--- config.mk ---
export PLATFORM = sky130hd
export DESIGN_NAME = dsp_flag_alu
export DESIGN_NICKNAME = d
export VERILOG_FILES = /design/src/rtl/dsp_alu_pkg.sv /design/src/rtl/alu_logic_unit.sv /design/src/rtl/alu_arith_unit.sv /design/src/rtl/alu_shift_unit.sv /design/src/rtl/dsp_flag_alu.sv
export SDC_FILE = /design/constraint.sdc
export NUM_CORES = 1
export LEC_CHECK = 0
export BUFFER_PORTS_ARGS = -buffer_cell sky130_fd_sc_hd__buf_2
export CAP_MARGIN = 40
export CORE_ASPECT_RATIO = 2
export CORE_MARGIN = 2
export CORE_UTILIZATION = 35
export DETAILED_ROUTE_END_ITERATION = 10
export GPL_TIMING_DRIVEN = 0
export PLACE_DENSITY = 0.54
export SYNTH_ARGS = -nofsm -noshare
export SYNTH_HDL_FRONTEND = slang
export SYNTH_SLANG_ARGS = --single-unit
--- constraint.sdc ---
create_clock -name clk -period 10.4 [get_ports clk]
set_clock_uncertainty 0.05 [all_clocks]
set_input_delay 1.04 -clock clk [delete_from_list [all_inputs] [get_ports clk]]
set_output_delay 1.04 -clock clk [all_outputs]
set_load 0.1 [all_outputs]
--- src/rtl/dsp_alu_pkg.sv ---
package dsp_alu_pkg;

  localparam logic [3:0] OP_NONE = 4'h0;
  localparam logic [3:0] OP_AND  = 4'h1;
  localparam logic [3:0] OP_OR   = 4'h2;
  localparam logic [3:0] OP_XOR  = 4'h3;
  localparam logic [3:0] OP_ADD  = 4'h4;
  localparam logic [3:0] OP_SUB  = 4'h5;
  localparam logic [3:0] OP_DADD = 4'h6;
  localparam logic [3:0] OP_ASR  = 4'h8;
  localparam logic [3:0] OP_ROR  = 4'h9;
  localparam logic [3:0] OP_SHL  = 4'hA;
  localparam logic [3:0] OP_ROL  = 4'hB;
  localparam logic [3:0] OP_ROLB = 4'hF;

  typedef enum logic [1:0] {
    GRP_IDLE  = 2'd0,
    GRP_LOGIC = 2'd1,
    GRP_ARITH = 2'd2,
    GRP_SHIFT = 2'd3
  } alu_grp_e;

  typedef struct packed {
    logic s;
    logic z;
    logic c;
    logic v;
  } alu_flags_t;

  function automatic alu_grp_e grp_of(input logic [3:0] op);
    case (op)
      OP_AND, OP_OR, OP_XOR:                  return GRP_LOGIC;
      OP_ADD, OP_SUB, OP_DADD:                return GRP_ARITH;
      OP_ASR, OP_ROR, OP_SHL, OP_ROL, OP_ROLB: return GRP_SHIFT;
      default:                                return GRP_IDLE;
    endcase
  endfunction

endpackage

--- src/rtl/alu_logic_unit.sv ---
module alu_logic_unit
  import dsp_alu_pkg::*;
#(
  parameter int WORD_W = 32
) (
  input  logic [3:0]        op,
  input  logic [WORD_W-1:0] a,
  input  logic [WORD_W-1:0] b,
  output logic [WORD_W-1:0] res,
  output alu_flags_t        flags
);

  always_comb begin
    case (op)
      OP_AND:  res = a & b;
      OP_OR:   res = a | b;
      OP_XOR:  res = a ^ b;
      default: res = '0;
    endcase
    flags.s = res[WORD_W-1];
    flags.z = (res == '0);
    flags.c = 1'b0;
    flags.v = 1'b0;
  end

endmodule

--- src/rtl/alu_arith_unit.sv ---
module alu_arith_unit
  import dsp_alu_pkg::*;
#(
  parameter int WORD_W = 32,
  parameter int EXT_W  = 16
) (
  input  logic [3:0]               op,
  input  logic [EXT_W-1:0]         acc_hi,
  input  logic [WORD_W-1:0]        acc_lo,
  input  logic [EXT_W-1:0]         prod_hi,
  input  logic [WORD_W-1:0]        prod_lo,
  output logic [WORD_W+EXT_W-1:0]  res,
  output alu_flags_t               flags
);

  localparam int FULL_W = WORD_W + EXT_W;
  localparam int WM     = WORD_W - 1;
  localparam int FM     = FULL_W - 1;

  logic [WORD_W:0] sum_w;
  logic [WORD_W:0] dif_w;
  logic [FULL_W:0] sum_d;
  logic [FM:0]     wide_a;
  logic [FM:0]     wide_b;
  logic            ovf_add;
  logic            ovf_sub;
  logic            ovf_dbl;

  assign wide_a = {acc_hi, acc_lo};
  assign wide_b = {prod_hi, prod_lo};
  assign sum_w  = {1'b0, acc_lo} + {1'b0, prod_lo};
  assign dif_w  = {1'b0, acc_lo} - {1'b0, prod_lo};
  assign sum_d  = {1'b0, wide_a} + {1'b0, wide_b};

  assign ovf_add = ~(acc_lo[WM] ^ prod_lo[WM]) & (acc_lo[WM] ^ sum_w[WM]);
  assign ovf_sub =  (acc_lo[WM] ^ prod_lo[WM]) & (acc_lo[WM] ^ dif_w[WM]);
  assign ovf_dbl = ~(wide_a[FM] ^ wide_b[FM])  & (wide_a[FM] ^ sum_d[FM]);

  always_comb begin
    res   = '0;
    flags = '0;
    case (op)
      OP_ADD: begin
        res     = {{EXT_W{1'b0}}, sum_w[WM:0]};
        flags.s = sum_w[WM];
        flags.z = (sum_w[WM:0] == '0);
        flags.c = sum_w[WORD_W];
        flags.v = ovf_add;
      end
      OP_SUB: begin
        res     = {{EXT_W{1'b0}}, dif_w[WM:0]};
        flags.s = dif_w[WM];
        flags.z = (dif_w[WM:0] == '0);
        flags.c = dif_w[WORD_W];
        flags.v = ovf_sub;
      end
      OP_DADD: begin
        res     = sum_d[FM:0];
        flags.s = sum_d[FM];
        flags.z = (sum_d[FM:0] == '0);
        flags.c = sum_d[FULL_W];
        flags.v = ovf_dbl;
      end
      default: ;
    endcase
  end

endmodule

--- src/rtl/alu_shift_unit.sv ---
module alu_shift_unit
  import dsp_alu_pkg::*;
#(
  parameter int WORD_W = 32,
  parameter int ROT_B  = 8
) (
  input  logic [3:0]        op,
  input  logic [WORD_W-1:0] a,
  output logic [WORD_W-1:0] res,
  output alu_flags_t        flags
);

  localparam int WM = WORD_W - 1;

  logic [WM:0] rot_r1;
  logic [WM:0] rot_l1;
  logic [WM:0] rot_lb;

  for (genvar i = 0; i < WORD_W; i++) begin : g_rot
    assign rot_r1[i] = a[(i + 1) % WORD_W];
    assign rot_l1[i] = a[(i + WORD_W - 1) % WORD_W];
    assign rot_lb[i] = a[(i + WORD_W - ROT_B) % WORD_W];
  end

  always_comb begin
    res     = '0;
    flags.c = 1'b0;
    case (op)
      OP_ASR: begin
        res     = {a[WM], a[WM:1]};
        flags.c = a[0];
      end
      OP_ROR: begin
        res     = rot_r1;
        flags.c = a[0];
      end
      OP_SHL: begin
        res     = {a[WM-1:0], 1'b0};
        flags.c = a[WM];
      end
      OP_ROL: begin
        res     = rot_l1;
        flags.c = a[WM];
      end
      OP_ROLB: begin
        res     = rot_lb;
        flags.c = a[WORD_W - ROT_B];
      end
      default: ;
    endcase
    flags.s = res[WM];
    flags.z = (res == '0);
    flags.v = 1'b0;
  end

endmodule

--- src/rtl/dsp_flag_alu.sv ---
module dsp_flag_alu
  import dsp_alu_pkg::*;
#(
  parameter int WORD_W = 32,
  parameter int EXT_W  = 16,
  parameter int ROT_B  = 8
) (
  input  logic                      clk,
  input  logic                      rst,
  input  logic                      issue,
  input  logic [3:0]                opcode,
  input  logic [EXT_W-1:0]          acc_hi,
  input  logic [WORD_W-1:0]         acc_lo,
  input  logic [EXT_W-1:0]          prod_hi,
  input  logic [WORD_W-1:0]         prod_lo,
  output logic [WORD_W+EXT_W-1:0]   alu_res,
  output logic                      flag_s,
  output logic                      flag_z,
  output logic                      flag_c,
  output logic                      flag_v
);

  localparam int FULL_W = WORD_W + EXT_W;

  alu_grp_e          grp;
  logic [WORD_W-1:0] log_res;
  logic [WORD_W-1:0] shf_res;
  logic [FULL_W-1:0] ari_res;
  alu_flags_t        log_flg;
  alu_flags_t        shf_flg;
  alu_flags_t        ari_flg;
  logic [FULL_W-1:0] nxt_res;
  alu_flags_t        nxt_flg;
  logic [FULL_W-1:0] res_q;
  alu_flags_t        flg_q;

  assign grp = grp_of(opcode);

  alu_logic_unit #(.WORD_W(WORD_W)) u_logic (
    .op(opcode), .a(acc_lo), .b(prod_lo), .res(log_res), .flags(log_flg)
  );

  alu_arith_unit #(.WORD_W(WORD_W), .EXT_W(EXT_W)) u_arith (
    .op(opcode), .acc_hi(acc_hi), .acc_lo(acc_lo),
    .prod_hi(prod_hi), .prod_lo(prod_lo), .res(ari_res), .flags(ari_flg)
  );

  alu_shift_unit #(.WORD_W(WORD_W), .ROT_B(ROT_B)) u_shift (
    .op(opcode), .a(acc_lo), .res(shf_res), .flags(shf_flg)
  );

  always_comb begin
    nxt_res = res_q;
    nxt_flg = flg_q;
    case (grp)
      GRP_LOGIC: begin
        nxt_res = {{EXT_W{1'b0}}, log_res};
        nxt_flg = '{s: log_flg.s, z: log_flg.z, c: log_flg.c, v: flg_q.v};
      end
      GRP_SHIFT: begin
        nxt_res = {{EXT_W{1'b0}}, shf_res};
        nxt_flg = '{s: shf_flg.s, z: shf_flg.z, c: shf_flg.c, v: flg_q.v};
      end
      GRP_ARITH: begin
        nxt_res = ari_res;
        nxt_flg = ari_flg;
      end
      default: ;
    endcase
  end

  always_ff @(posedge clk) begin
    if (rst) begin
      res_q <= '0;
      flg_q <= '0;
    end else if (issue) begin
      res_q <= nxt_res;
      flg_q <= nxt_flg;
    end
  end

  assign alu_res = res_q;
  assign flag_s  = flg_q.s;
  assign flag_z  = flg_q.z;
  assign flag_c  = flg_q.c;
  assign flag_v  = flg_q.v;

endmodule

# Word level (Yosys, flattened, before mapping)
# Memories as Yosys holds them, arrays and structs flattened.
# Index checks and enable logic that the tools add are counted.
[classes]
bitwise_logic = 15
reduce_logical = 10
add_sub_neg = 3
muxes = 7
n_eq_ne = 14
[ops]
columns = ["cell", "n"]
rows = [
  ["48-bit case mux with 3 select lines", 2],
  ["32-bit case mux with 5 select lines", 1],
  ["32-bit logical NOT", 4],
  ["32-bit case mux with 3 select lines", 1],
  ["48-bit by 48-bit adder with 49-bit output", 1],
  ["48-bit logical NOT", 1],
  ["32-bit by 32-bit adder with 33-bit output", 1],
  ["32-bit by 32-bit subtractor with 33-bit output", 1],
  ["32-bit bitwise AND", 1],
  ["32-bit bitwise OR", 1],
  ["32-bit bitwise XOR", 1],
  ["4-bit case mux with 3 select lines", 2],
  ["4-bit == test (second input constant)", 5],
  ["4-bit by 3-bit == test with 1-bit output (second input constant)", 3],
  ["4-bit by 2-bit == test with 1-bit output (second input constant)", 2],
  ["1-bit bitwise XOR", 5],
  ["2-bit == test (second input constant)", 2],
  ["4-bit by 1-bit == test with 1-bit output (second input constant)", 1],
  ["1-bit inverter", 4],
  ["4-bit AND reduction", 1],
  ["2-bit OR reduction", 2],
  ["1-bit bitwise AND", 3],
  ["1-bit case mux with 3 select lines", 1],
  ["3-bit nonzero test", 1],
  ["other kinds (2)", 2],
]
[totals]
regBits = 52
out_inout_bits = 52
elab_cells = 55
in_bits = 103
memories = 1
romBits = 32
[mem_list]
columns = ["name", "depth", "width", "read_ports", "rd_clocked_by_memory_dff", "write_ports", "line", "rtl"]
rows = [
  ["(no name shown)", 16, 2, 1, 0, 0, "dsp_alu_pkg.sv:31", "case (op)"],
]

# Longest topological paths before layout
# Gate-level depths: netlist (run 1).
[logic_depth]
word_depth = 5
depth_mapped = 16
mapped_depth_nobuf = 16

# Cells and area by module
# A second synthesis (run 1) with hierarchy kept.
[unflattened]
cells_unflattened = 1736
hier_area_um2 = 11903.9
[modules_own_cells]
columns = ["module", "cells_each", "area_each_um2", "seq_area_each_um2", "instances"]
rows = [
  ["alu_arith_unit", 913, 5901.9, 0.0, 1],
  ["dsp_flag_alu", 361, 2793.9, 1041.0, 1],
  ["alu_logic_unit", 285, 2140.8, 0.0, 1],
  ["alu_shift_unit", 177, 1067.3, 0.0, 1],
]

# Worst setup path before layout (run 1)
# OpenSTA, ideal clock, no wires.
[synth_path]
kind = "in2reg"
from = "input port prod_lo[8]"
to = "register flg_q (netlist bit flag_z)"
setup_slack_ps = 6334
n_path_buf = 1
t_required_ps = 10280
setup_ps = 70
arrival_ps = 3946
stages = 13
cell_sequence = "inv_1 -> ha_1 -> buf_2 -> inv_1 -> or4_1 -> o221a_2 -> nor4_1 -> nor3_1 -> xnor2_1 -> or4_1 -> nor4_2 -> a31oi_1 -> o21bai_1"
[synth_via]
elab_chain_len = 4
word_cells_on_any_way = 13
cone_classes = "3 x add/sub; 3 x mux; 3 x bitwise; 4 x reduce/logical"
[synth_rtl]
columns = ["element", "line", "rtl"]
rows = [
  ["from (decl)", "dsp_flag_alu.sv:15", "input logic [WORD_W-1:0] prod_lo,"],
  ["48-bit by 48-bit adder with 49-bit output (tied with other cells)", "alu_arith_unit.sv:33", "assign sum_d = {1'b0, wide_a} + {1'b0, wide_b};"],
  ["48-bit logical NOT (tied with other cells)", "alu_arith_unit.sv:60", "flags.z = (sum_d[FM:0] == '0);"],
  ["4-bit case mux with 3 select lines / 32-bit logical NOT (equally long branches)", "alu_arith_unit.sv:42, alu_logic_unit.sv:21", ""],
  ["4-bit case mux with 3 select lines (*)", "dsp_flag_alu.sv:55", "case (grp)"],
  ["to (signal assigned)", "dsp_flag_alu.sv:78", "flg_q <= nxt_flg;"],
  ["to (decl)", "dsp_flag_alu.sv:35", "alu_flags_t flg_q;"],
]
# Every way passes the cells marked *; elsewhere a longest branch is shown, timed or not. The select of a mux whose other input is x is not followed.
# A chain may end at the register's enable or synchronous reset.

# Worst setup path after layout (run 1)
[layout_path]
from = "input port acc_lo[25]"
to = "register flg_q (netlist bit flag_z)"
[layout_via]
elab_chain_len = 4
word_cells_on_any_way = 15
cone_classes = "3 x add/sub; 4 x mux; 3 x bitwise; 5 x reduce/logical"
[layout_rtl]
columns = ["element", "line", "rtl"]
rows = [
  ["from (decl)", "dsp_flag_alu.sv:13", "input logic [WORD_W-1:0] acc_lo,"],
  ["48-bit by 48-bit adder with 49-bit output (tied with other cells)", "alu_arith_unit.sv:33", ""],
  ["48-bit logical NOT (tied with other cells)", "alu_arith_unit.sv:60", ""],
  ["4-bit case mux with 3 select lines / 32-bit logical NOT (equally long branches)", "alu_arith_unit.sv:42, alu_logic_unit.sv:21", ""],
  ["4-bit case mux with 3 select lines (*)", "dsp_flag_alu.sv:55", ""],
]
# Marked as above.

==> flow_summary.json, run 1 <==
{
  "result_of_the_run": "finished, final reports clean",
  "synth-seq-area-share_pct": 11.11,
  "synth-compound-area-share_pct": 34.09,
  "route.detailed.drc": 0,
  "cts-buffers-inserted": 5,
  "clk_pin_slew_worst_paths_ns": 0.07,
  "synth-seq-cells": 52,
  "initial_utilization_pct": 35.67,
  "synthesis.area_um2": 9371,
  "cts_hold_repair.buffers": 0,
  "p_seq_share_pct": 19.1,
  "report.final.hold_viol_count": 0,
  "final.setup.tns_ns": 0,
  "timing.hold.worst.class": "register to register",
  "synth_cells": 1332,
  "async_reset_ff_share_pct": 0,
  "final_antenna_net_count": 0,
  "globalRouteTotalUtil_pct": 38.60,
  "grt_first_pass_wirelength_um": 78990,
  "critPathKind": "input port to register",
  "fp.dieW_um": 119.7,
  "postLayoutCoreUtil_pct": 41.19,
  "cellPowerDensity_nw_per_um2": 106.7,
  "grt_setup_unrepaired": "false",
  "nets_in_the_synthesized_netlist": 1549,
  "total_count_of_max_transition_violations_in_the_final_report": 0,
  "numClockSinks": 52,
  "required_ns": 10.57,
  "grt_antenna_before_repair": 3,
  "fillers": 2971,
  "clock-root-buffer": "sky130_fd_sc_hd__clkbuf_16",
  "ys.flop_type": "sky130_fd_sc_hd__dfxtp_1",
  "post_synth.cell_area_avg_um2": 7.036,
  "cts.path.max_buffers": 2,
  "end_kind": "register",
  "num_rows": 84,
  "yosys.area.top_type": "sky130_fd_sc_hd__ha_1",
  "cp.arrival_ns": 5.39,
  "power.switching_fraction_pct": 55.23,
  "clock_tree_from_tritoncts": "done",
  "timing.critical_path.from_type": "input port",
  "syn_to_final_growth_pct": 15.47,
  "synthesis.yosys.warnings": 0,
  "floorplan.io_pins": 155,
  "timing.max_slew.rel_slack_pct": 31.33,
  "p_clk_share_pct": 14.9,
  "synth_cell_types": 86,
  "grt-ovfl-total": 0,
  "post-cts-setup-buffers": 0,
  "grt_start_max_net_pins": 19,
  "fmaxAchievable_ghz": 0.1916,
  "die_h_um": 235.4,
  "worstPathMaxFanout": 10,
  "synth_top_family_by_area": "compound AO/OA/AOI/OAI gates",
  "switching_power_mw": 0.6376,
  "power.static_leakage_nw": 4.825,
  "worstMarginPinSlew_ns": 1.030,
  "synth_mux_area_share_pct": 1.389,
  "max_cap_viol_count": 0,
  "report.final.setup_viol": 0,
  "initialDrtViolationCount": 1123,
  "wl_per_cell_um": 30.34,
  "layout-drive-gt1-share_pct": 14.24,
  "synth_edf_count": 0,
  "synth.top_cells.by_area": "sky130_fd_sc_hd__ha_1 15%, sky130_fd_sc_hd__dfxtp_1 11%, sky130_fd_sc_hd__nor2_1 5.2%",
  "clk_latency_ns": 0.29,
  "internal_power_mw": 0.5169,
  "post-route-min-period_ns": 5.220,
  "fp.coreArea_um2": 26280,
  "num_vias": 11730,
  "detail_route.vias_per_cell": 6.345,
  "post_cts_resized": 0,
  "place_hpwl_um": 46860,
  "synth_adder_area_share_pct": 15.38,
  "number_of_iterations_in_the_first_detailed_routing_pass": 9,
  "grt_pass1_vias": 11800,
  "floorplan.die_area_um2": 28180,
  "cts_max_level": 2,
  "post_synth_and_or_nand_nor_area_fraction_pct": 23.52,
  "wirelength_um": 56080,
  "final_nets": 1719,
  "power.ir.vdd_worst_mv": 0.07772,
  "gpl.final_weighted_congestion": 1.022,
  "timing.final.crit_share_pct": 50.19,
  "synth_top_area_share_pct": 14.95,
  "power_frac_comb_pct": 66.1,
  "placement.io_buffers": 152,
  "post_synth_xor_xnor_area_pct": 5.981
}
==> critical path, cell delays in order <==
cell	delay, ns
sky130_fd_sc_hd__buf_2	0.23
sky130_fd_sc_hd__inv_1	0.07
sky130_fd_sc_hd__ha_1	0.38
sky130_fd_sc_hd__clkbuf_1	0.40
sky130_fd_sc_hd__nor2b_1	0.13
sky130_fd_sc_hd__o311ai_0	0.35
sky130_fd_sc_hd__a31oi_1	0.17
sky130_fd_sc_hd__buf_4	0.20
sky130_fd_sc_hd__a221oi_1	0.57
sky130_fd_sc_hd__nand4_1	0.16
sky130_fd_sc_hd__nor4_1	0.36
sky130_fd_sc_hd__nand4_1	0.21
sky130_fd_sc_hd__nor4_1	0.25
sky130_fd_sc_hd__nand4_1	0.41
sky130_fd_sc_hd__o31ai_1	0.31
sky130_fd_sc_hd__o21bai_1	0.13
==> cell usage after synthesis (7+ instances only) <==
cell type / instances
sky130_fd_sc_hd__a221oi_1: 7
sky130_fd_sc_hd__mux2i_1: 13
sky130_fd_sc_hd__o21ai_0: 86
sky130_fd_sc_hd__nand4_1: 28
sky130_fd_sc_hd__dfxtp_1: 52
sky130_fd_sc_hd__or4_1: 7
sky130_fd_sc_hd__clkbuf_1: 69
sky130_fd_sc_hd__a222oi_1: 30
sky130_fd_sc_hd__o31ai_1: 10
sky130_fd_sc_hd__and3_1: 11
sky130_fd_sc_hd__a31oi_1: 14
sky130_fd_sc_hd__buf_1: 13
sky130_fd_sc_hd__a22oi_1: 42
sky130_fd_sc_hd__nand2b_1: 11
sky130_fd_sc_hd__o221ai_1: 11
sky130_fd_sc_hd__a21oi_1: 96
sky130_fd_sc_hd__o22ai_1: 8
sky130_fd_sc_hd__nor3_1: 40
sky130_fd_sc_hd__xnor2_1: 54
sky130_fd_sc_hd__xor2_1: 10
sky130_fd_sc_hd__a221o_1: 7
sky130_fd_sc_hd__nor2_1: 129
sky130_fd_sc_hd__nand2_1: 92
sky130_fd_sc_hd__o21a_1: 8
sky130_fd_sc_hd__o21bai_1: 19
sky130_fd_sc_hd__o211a_1: 9
sky130_fd_sc_hd__o211ai_1: 7
sky130_fd_sc_hd__nor3b_1: 7
sky130_fd_sc_hd__nor4_1: 21
sky130_fd_sc_hd__nand3b_1: 10
sky130_fd_sc_hd__inv_1: 96
sky130_fd_sc_hd__nor2b_1: 11
sky130_fd_sc_hd__a21o_1: 28
sky130_fd_sc_hd__ha_1: 112
sky130_fd_sc_hd__nand3_1: 28
sky130_fd_sc_hd__o31a_1: 7
==> final cells by class <==
cell class,instances,area [µm²],share of cell area [%]
tap,344,430.4,3.977
buffer,93,412.9,3.815
sequential,52,1041,9.620
inverter,103,386.6,3.573
antenna,1,2.502,0.02312
clock inverter,3,27.53,0.2544
multi-input combinational,1084,7531,69.59
timing repair buffer,163,864.6,7.989
clock buffer,5,125.1,1.156
==> logic make-up after synthesis <==
family          count (synthesis)
fa+ha+maj                     114
mux                            13
compound gates                456
flops                          52
simple gates                  437
xor+xnor                       64
buf+inv                       196
==> through the flow <==
stage / power [mW] / cell area (µm²) / cells / worst slack, ns / hold slack, ns
4_1_cts: 1.135 / 10800 / 1845 / 5.365 / 0.4500
5_1_grt: 1.197 / 10820 / 1847 / 5.094 / 0.4657
2_1_floorplan: 0.6956 / 9371 / 1332 / 6.334 / 0.8730
6_report: 1.155 / 10820 / 1848 / 5.180 / 0.4475
3_5_place_dp: 0.9625 / 10650 / 1837 / 5.074 / 0.4374
3_3_place_gp: 0.9580 / 10560 / 1828 / 4.773 / 0.4240
==> registers in the layout (all words and copies together) (netlist names) <==
| signal | flops |
|---|---|
| flag_z | 1 |
| flag_s | 1 |
| alu_res | 48 |
| flag_v | 1 |
| flag_c | 1 |
==> path summary, 6_finish.rpt <==
check	start	to	slack, ns	cells past startpoint
max	acc_lo[25]	flag_z	5.18	16
min	alu_res[22]	alu_res[22]	0.45	2
max reg2reg	flag_z	flag_z	9.41	5
min reg2reg	alu_res[22]	alu_res[22]	0.45	2
==> layer usage <==
metal  up-vias  GRT usage (%)  part of all wire (%)
met5         -              0                 0.023
met4         2          40.36                    14
met3       270          5.329                   5.5
met2       648          70.70                    50
met1      5509          33.98                    30
li1       5296              -                     -
==> power groups by stage <==
stage               logic (mW)  registers [mW]  clock network (mW)
floorplan                0.377           0.319                   0
global placement         0.733           0.225                   0
detailed placement       0.737           0.225                   0
CTS                      0.741           0.220               0.174
global route             0.793           0.221               0.182
finish                   0.763           0.220               0.171
==> layout by cell type, fill, tap and decap left out, types with 13 or more instances in the layout <==
cell type	n
sky130_fd_sc_hd__nand4_1	28
sky130_fd_sc_hd__buf_2	157
sky130_fd_sc_hd__dfxtp_1	52
sky130_fd_sc_hd__nor4_1	21
sky130_fd_sc_hd__a22oi_1	42
sky130_fd_sc_hd__a21o_1	28
sky130_fd_sc_hd__o21bai_1	19
sky130_fd_sc_hd__ha_1	112
sky130_fd_sc_hd__buf_1	15
sky130_fd_sc_hd__nand3_1	28
sky130_fd_sc_hd__a222oi_1	30
sky130_fd_sc_hd__o21ai_0	86
sky130_fd_sc_hd__xnor2_1	54
sky130_fd_sc_hd__nor3_1	40
sky130_fd_sc_hd__a21oi_1	96
sky130_fd_sc_hd__mux2i_1	13
sky130_fd_sc_hd__a31oi_1	14
sky130_fd_sc_hd__nor2_1	129
sky130_fd_sc_hd__clkbuf_1	69
sky130_fd_sc_hd__inv_1	96
sky130_fd_sc_hd__nand2_1	92
Note: power is estimated with default switching activity, not from simulation.
==> inputs of run 2 (changes only) <==
--- a/config.mk
+++ b/config.mk
@@ -12,7 +12,7 @@
 export CORE_UTILIZATION = 35
 export DETAILED_ROUTE_END_ITERATION = 10
 export GPL_TIMING_DRIVEN = 0
-export PLACE_DENSITY = 0.54
+export PLACE_DENSITY = 0.56
 export SYNTH_ARGS = -nofsm -noshare
 export SYNTH_HDL_FRONTEND = slang
 export SYNTH_SLANG_ARGS = --single-unit
==> constraint.sdc (replaced) <==
create_clock -name clk -period 4.6 [get_ports clk]
set_clock_uncertainty 0.05 [all_clocks]
set_input_delay 0.46 -clock clk [delete_from_list [all_inputs] [get_ports clk]]
set_output_delay 0.46 -clock clk [all_outputs]
set_load 0.1 [all_outputs]
==> run 2 against run 1 <==
Effect of this change: die area unchanged; utilization grew 0.091 points; critical endpoint unchanged; worst setup slack lost 5.1 ns; clock-buffer cell count rose by 1; cell count did not move; highest routed layer is now met4; clock power increased by 120%; sequential power rose by 130%; via count up 0.33%; first-iteration DRC count decreased by 6.4%.
==> flow_summary.json, run 2 (synthesized netlist as in run 1, its figures left out) <==
{
  "result_of_the_run": "finished, final reports clean",
  "clk_pin_slew_worst_paths_ns": 0.07,
  "layout-drive-gt1-share_pct": 14.43,
  "fp.coreArea_um2": 26280,
  "grt_setup_unrepaired": "false",
  "globalRouteTotalUtil_pct": 38.28,
  "clock_tree_from_tritoncts": "done",
  "floorplan.io_pins": 155,
  "clk_latency_ns": 0.28,
  "hold_ws_ns": 0.4411,
  "m1WireLength_um": 17440,
  "initial_utilization_pct": 35.67,
  "critical_path.endpoint": "flag_z",
  "timing.critical_path.from_type": "input port",
  "mostFrequentLayoutCell": "sky130_fd_sc_hd__buf_2",
  "max_cap_viol_count": 0,
  "cts-buffers-inserted": 5,
  "highest_metal_layer_used_by_the_detailed_router": "met4",
  "timing.hold.worst.class": "register to register",
  "num_rows": 84,
  "clock-root-buffer": "sky130_fd_sc_hd__clkbuf_16",
  "total_count_of_max_transition_violations_in_the_final_report": 0,
  "wl_met3_um": 2724,
  "post-route-min-period_ns": 4.509,
  "report.final.setup_viol": 0,
  "power.static_leakage_nw": 4.844,
  "timing.final.crit_share_pct": 98.03,
  "end_kind": "register",
  "wl_per_cell_um": 30.19,
  "multi_input_area_um2": 7533,
  "final_antenna_net_count": 0,
  "layout.area.seq_um2": 1041,
  "timing.max_slew.rel_slack_pct": 7.733,
  "worstRegToRegCells": 5,
  "regToRegEndpoint": "flag_z",
  "critPathKind": "input port to register",
  "power.ir.vdd_worst_mv": 0.1912,
  "wl_met2_um": 28390,
  "num_vias": 11760,
  "post-cts-setup-buffers": 0,
  "r2r_slack_ns": 3.44,
  "final_nets": 1720,
  "crit-reg2reg-launch": "flag_z",
  "grt_pass1_vias": 11970,
  "wirelength_um": 55790,
  "fmaxAchievable_ghz": 0.2218,
  "cts_max_level": 2,
  "worstPathMaxFanout": 7,
  "diode_insertion_count_for_antenna_repair": 0,
  "cts.path.max_buffers": 2,
  "report.final.hold_viol_count": 0,
  "grt_antenna_before_repair": 0,
  "fp.dieW_um": 119.7,
  "numClockSinks": 52,
  "number_of_iterations_in_the_first_detailed_routing_pass": 11,
  "floorplan.die_area_um2": 28180,
  "grt-ovfl-total": 0,
  "place_hpwl_um": 46250,
  "largest_reg_flops": 48,
  "detail_route.vias_per_cell": 6.366,
  "critPathLaunch": "acc_lo[1]",
  "die_h_um": 235.4,
  "route.detailed.drc": 0,
  "final.setup.tns_ns": 0,
  "placement.io_buffers": 152,
  "required_ns": 4.76,
  "syn_to_final_growth_pct": 15.73,
  "initialDrtViolationCount": 1051,
  "cellPowerDensity_nw_per_um2": 239.2,
  "cp.arrival_ns": 4.67,
  "layout_common_cells": "157 x sky130_fd_sc_hd__buf_2, 129 x sky130_fd_sc_hd__nor2_1, 112 x sky130_fd_sc_hd__ha_1, 96 x sky130_fd_sc_hd__inv_1, 96 x sky130_fd_sc_hd__a21oi_1",
  "grt_start_max_net_pins": 17,
  "fillers": 2951,
  "gpl.final_weighted_congestion": 1.020,
  "worstMarginPinSlew_ns": 1.384,
  "grt_first_pass_wirelength_um": 78700
}
run 2: cell type report:
class	instances	area share [%]
tap	344	3.969
inverter	103	3.565
clock inverter	2	0.1269
sequential	52	9.599
buffer	92	3.784
clock buffer	6	1.281
multi-input combinational	1084	69.46
timing repair buffer	165	8.214
run 2: worst min-delay path by stage:
stage,endpoint,cells past startpoint,start,slack (ns)
6_report,alu_res[30],2,alu_res[30],0.44
5_1_grt,alu_res[20],2,alu_res[20],0.47
4_1_cts,alu_res[11],2,alu_res[11],0.44
3_5_place_dp,alu_res[26],2,alu_res[26],0.43
3_3_place_gp,alu_res[32],2,alu_res[32],0.43
2_1_floorplan,alu_res[1],2,acc_lo[25],0.69
run 2: per-stage QoR:
step / area [µm²] / utilization [%] / setup slack, ns / cells / total power [mW]
3_3_place_gp: 10560 / 40.20 / -0.3860 / 1828 / 2.149
6_report: 10850 / 41.28 / 0.09061 / 1848 / 2.595
4_1_cts: 10840 / 41.26 / 0.01275 / 1848 / 2.549
2_1_floorplan: 9371 / - / 1.114 / 1332 / 1.573
3_5_place_dp: 10690 / 40.68 / -0.2756 / 1840 / 2.165
5_1_grt: 10850 / 41.28 / 0.006260 / 1848 / 2.694
run 2: power breakdown:
part / internal [mW] / leakage (nW) / switching (mW)
clock: 0.217 / 0.0772 / 0.158
sequential: 0.481 / 0.426 / 0.0180
combinational: 0.484 / 4.34 / 1.24
run 2: metal layers:
metal / GRT usage, % / vias up
li1: - / 5300
met1: 34.41 / 5579
met4: 38.36 / 0
met5: 0 / -
met3: 4.215 / 267
met2: 70.86 / 618
run 2: worst max-delay path: stages:
cell,delay (ns)
sky130_fd_sc_hd__buf_2,0.20
sky130_fd_sc_hd__inv_1,0.11
sky130_fd_sc_hd__ha_1,0.34
sky130_fd_sc_hd__nor2_1,0.08
sky130_fd_sc_hd__o311a_1,0.36
sky130_fd_sc_hd__o311a_1,0.45
sky130_fd_sc_hd__nor2_1,0.49
sky130_fd_sc_hd__nor3_1,0.12
sky130_fd_sc_hd__a221o_1,0.38
sky130_fd_sc_hd__nor4_1,0.41
sky130_fd_sc_hd__nand4_1,0.20
sky130_fd_sc_hd__nor4_1,0.25
sky130_fd_sc_hd__nand4_1,0.27
sky130_fd_sc_hd__o31ai_1,0.35
sky130_fd_sc_hd__o21bai_1,0.18
run 2: repair_timing:
action,CTS,global route
endpoints found under the hold margin,0,0
hold buffers,0,0
setup endpoints to repair,0,3
gates resized for setup,0,4
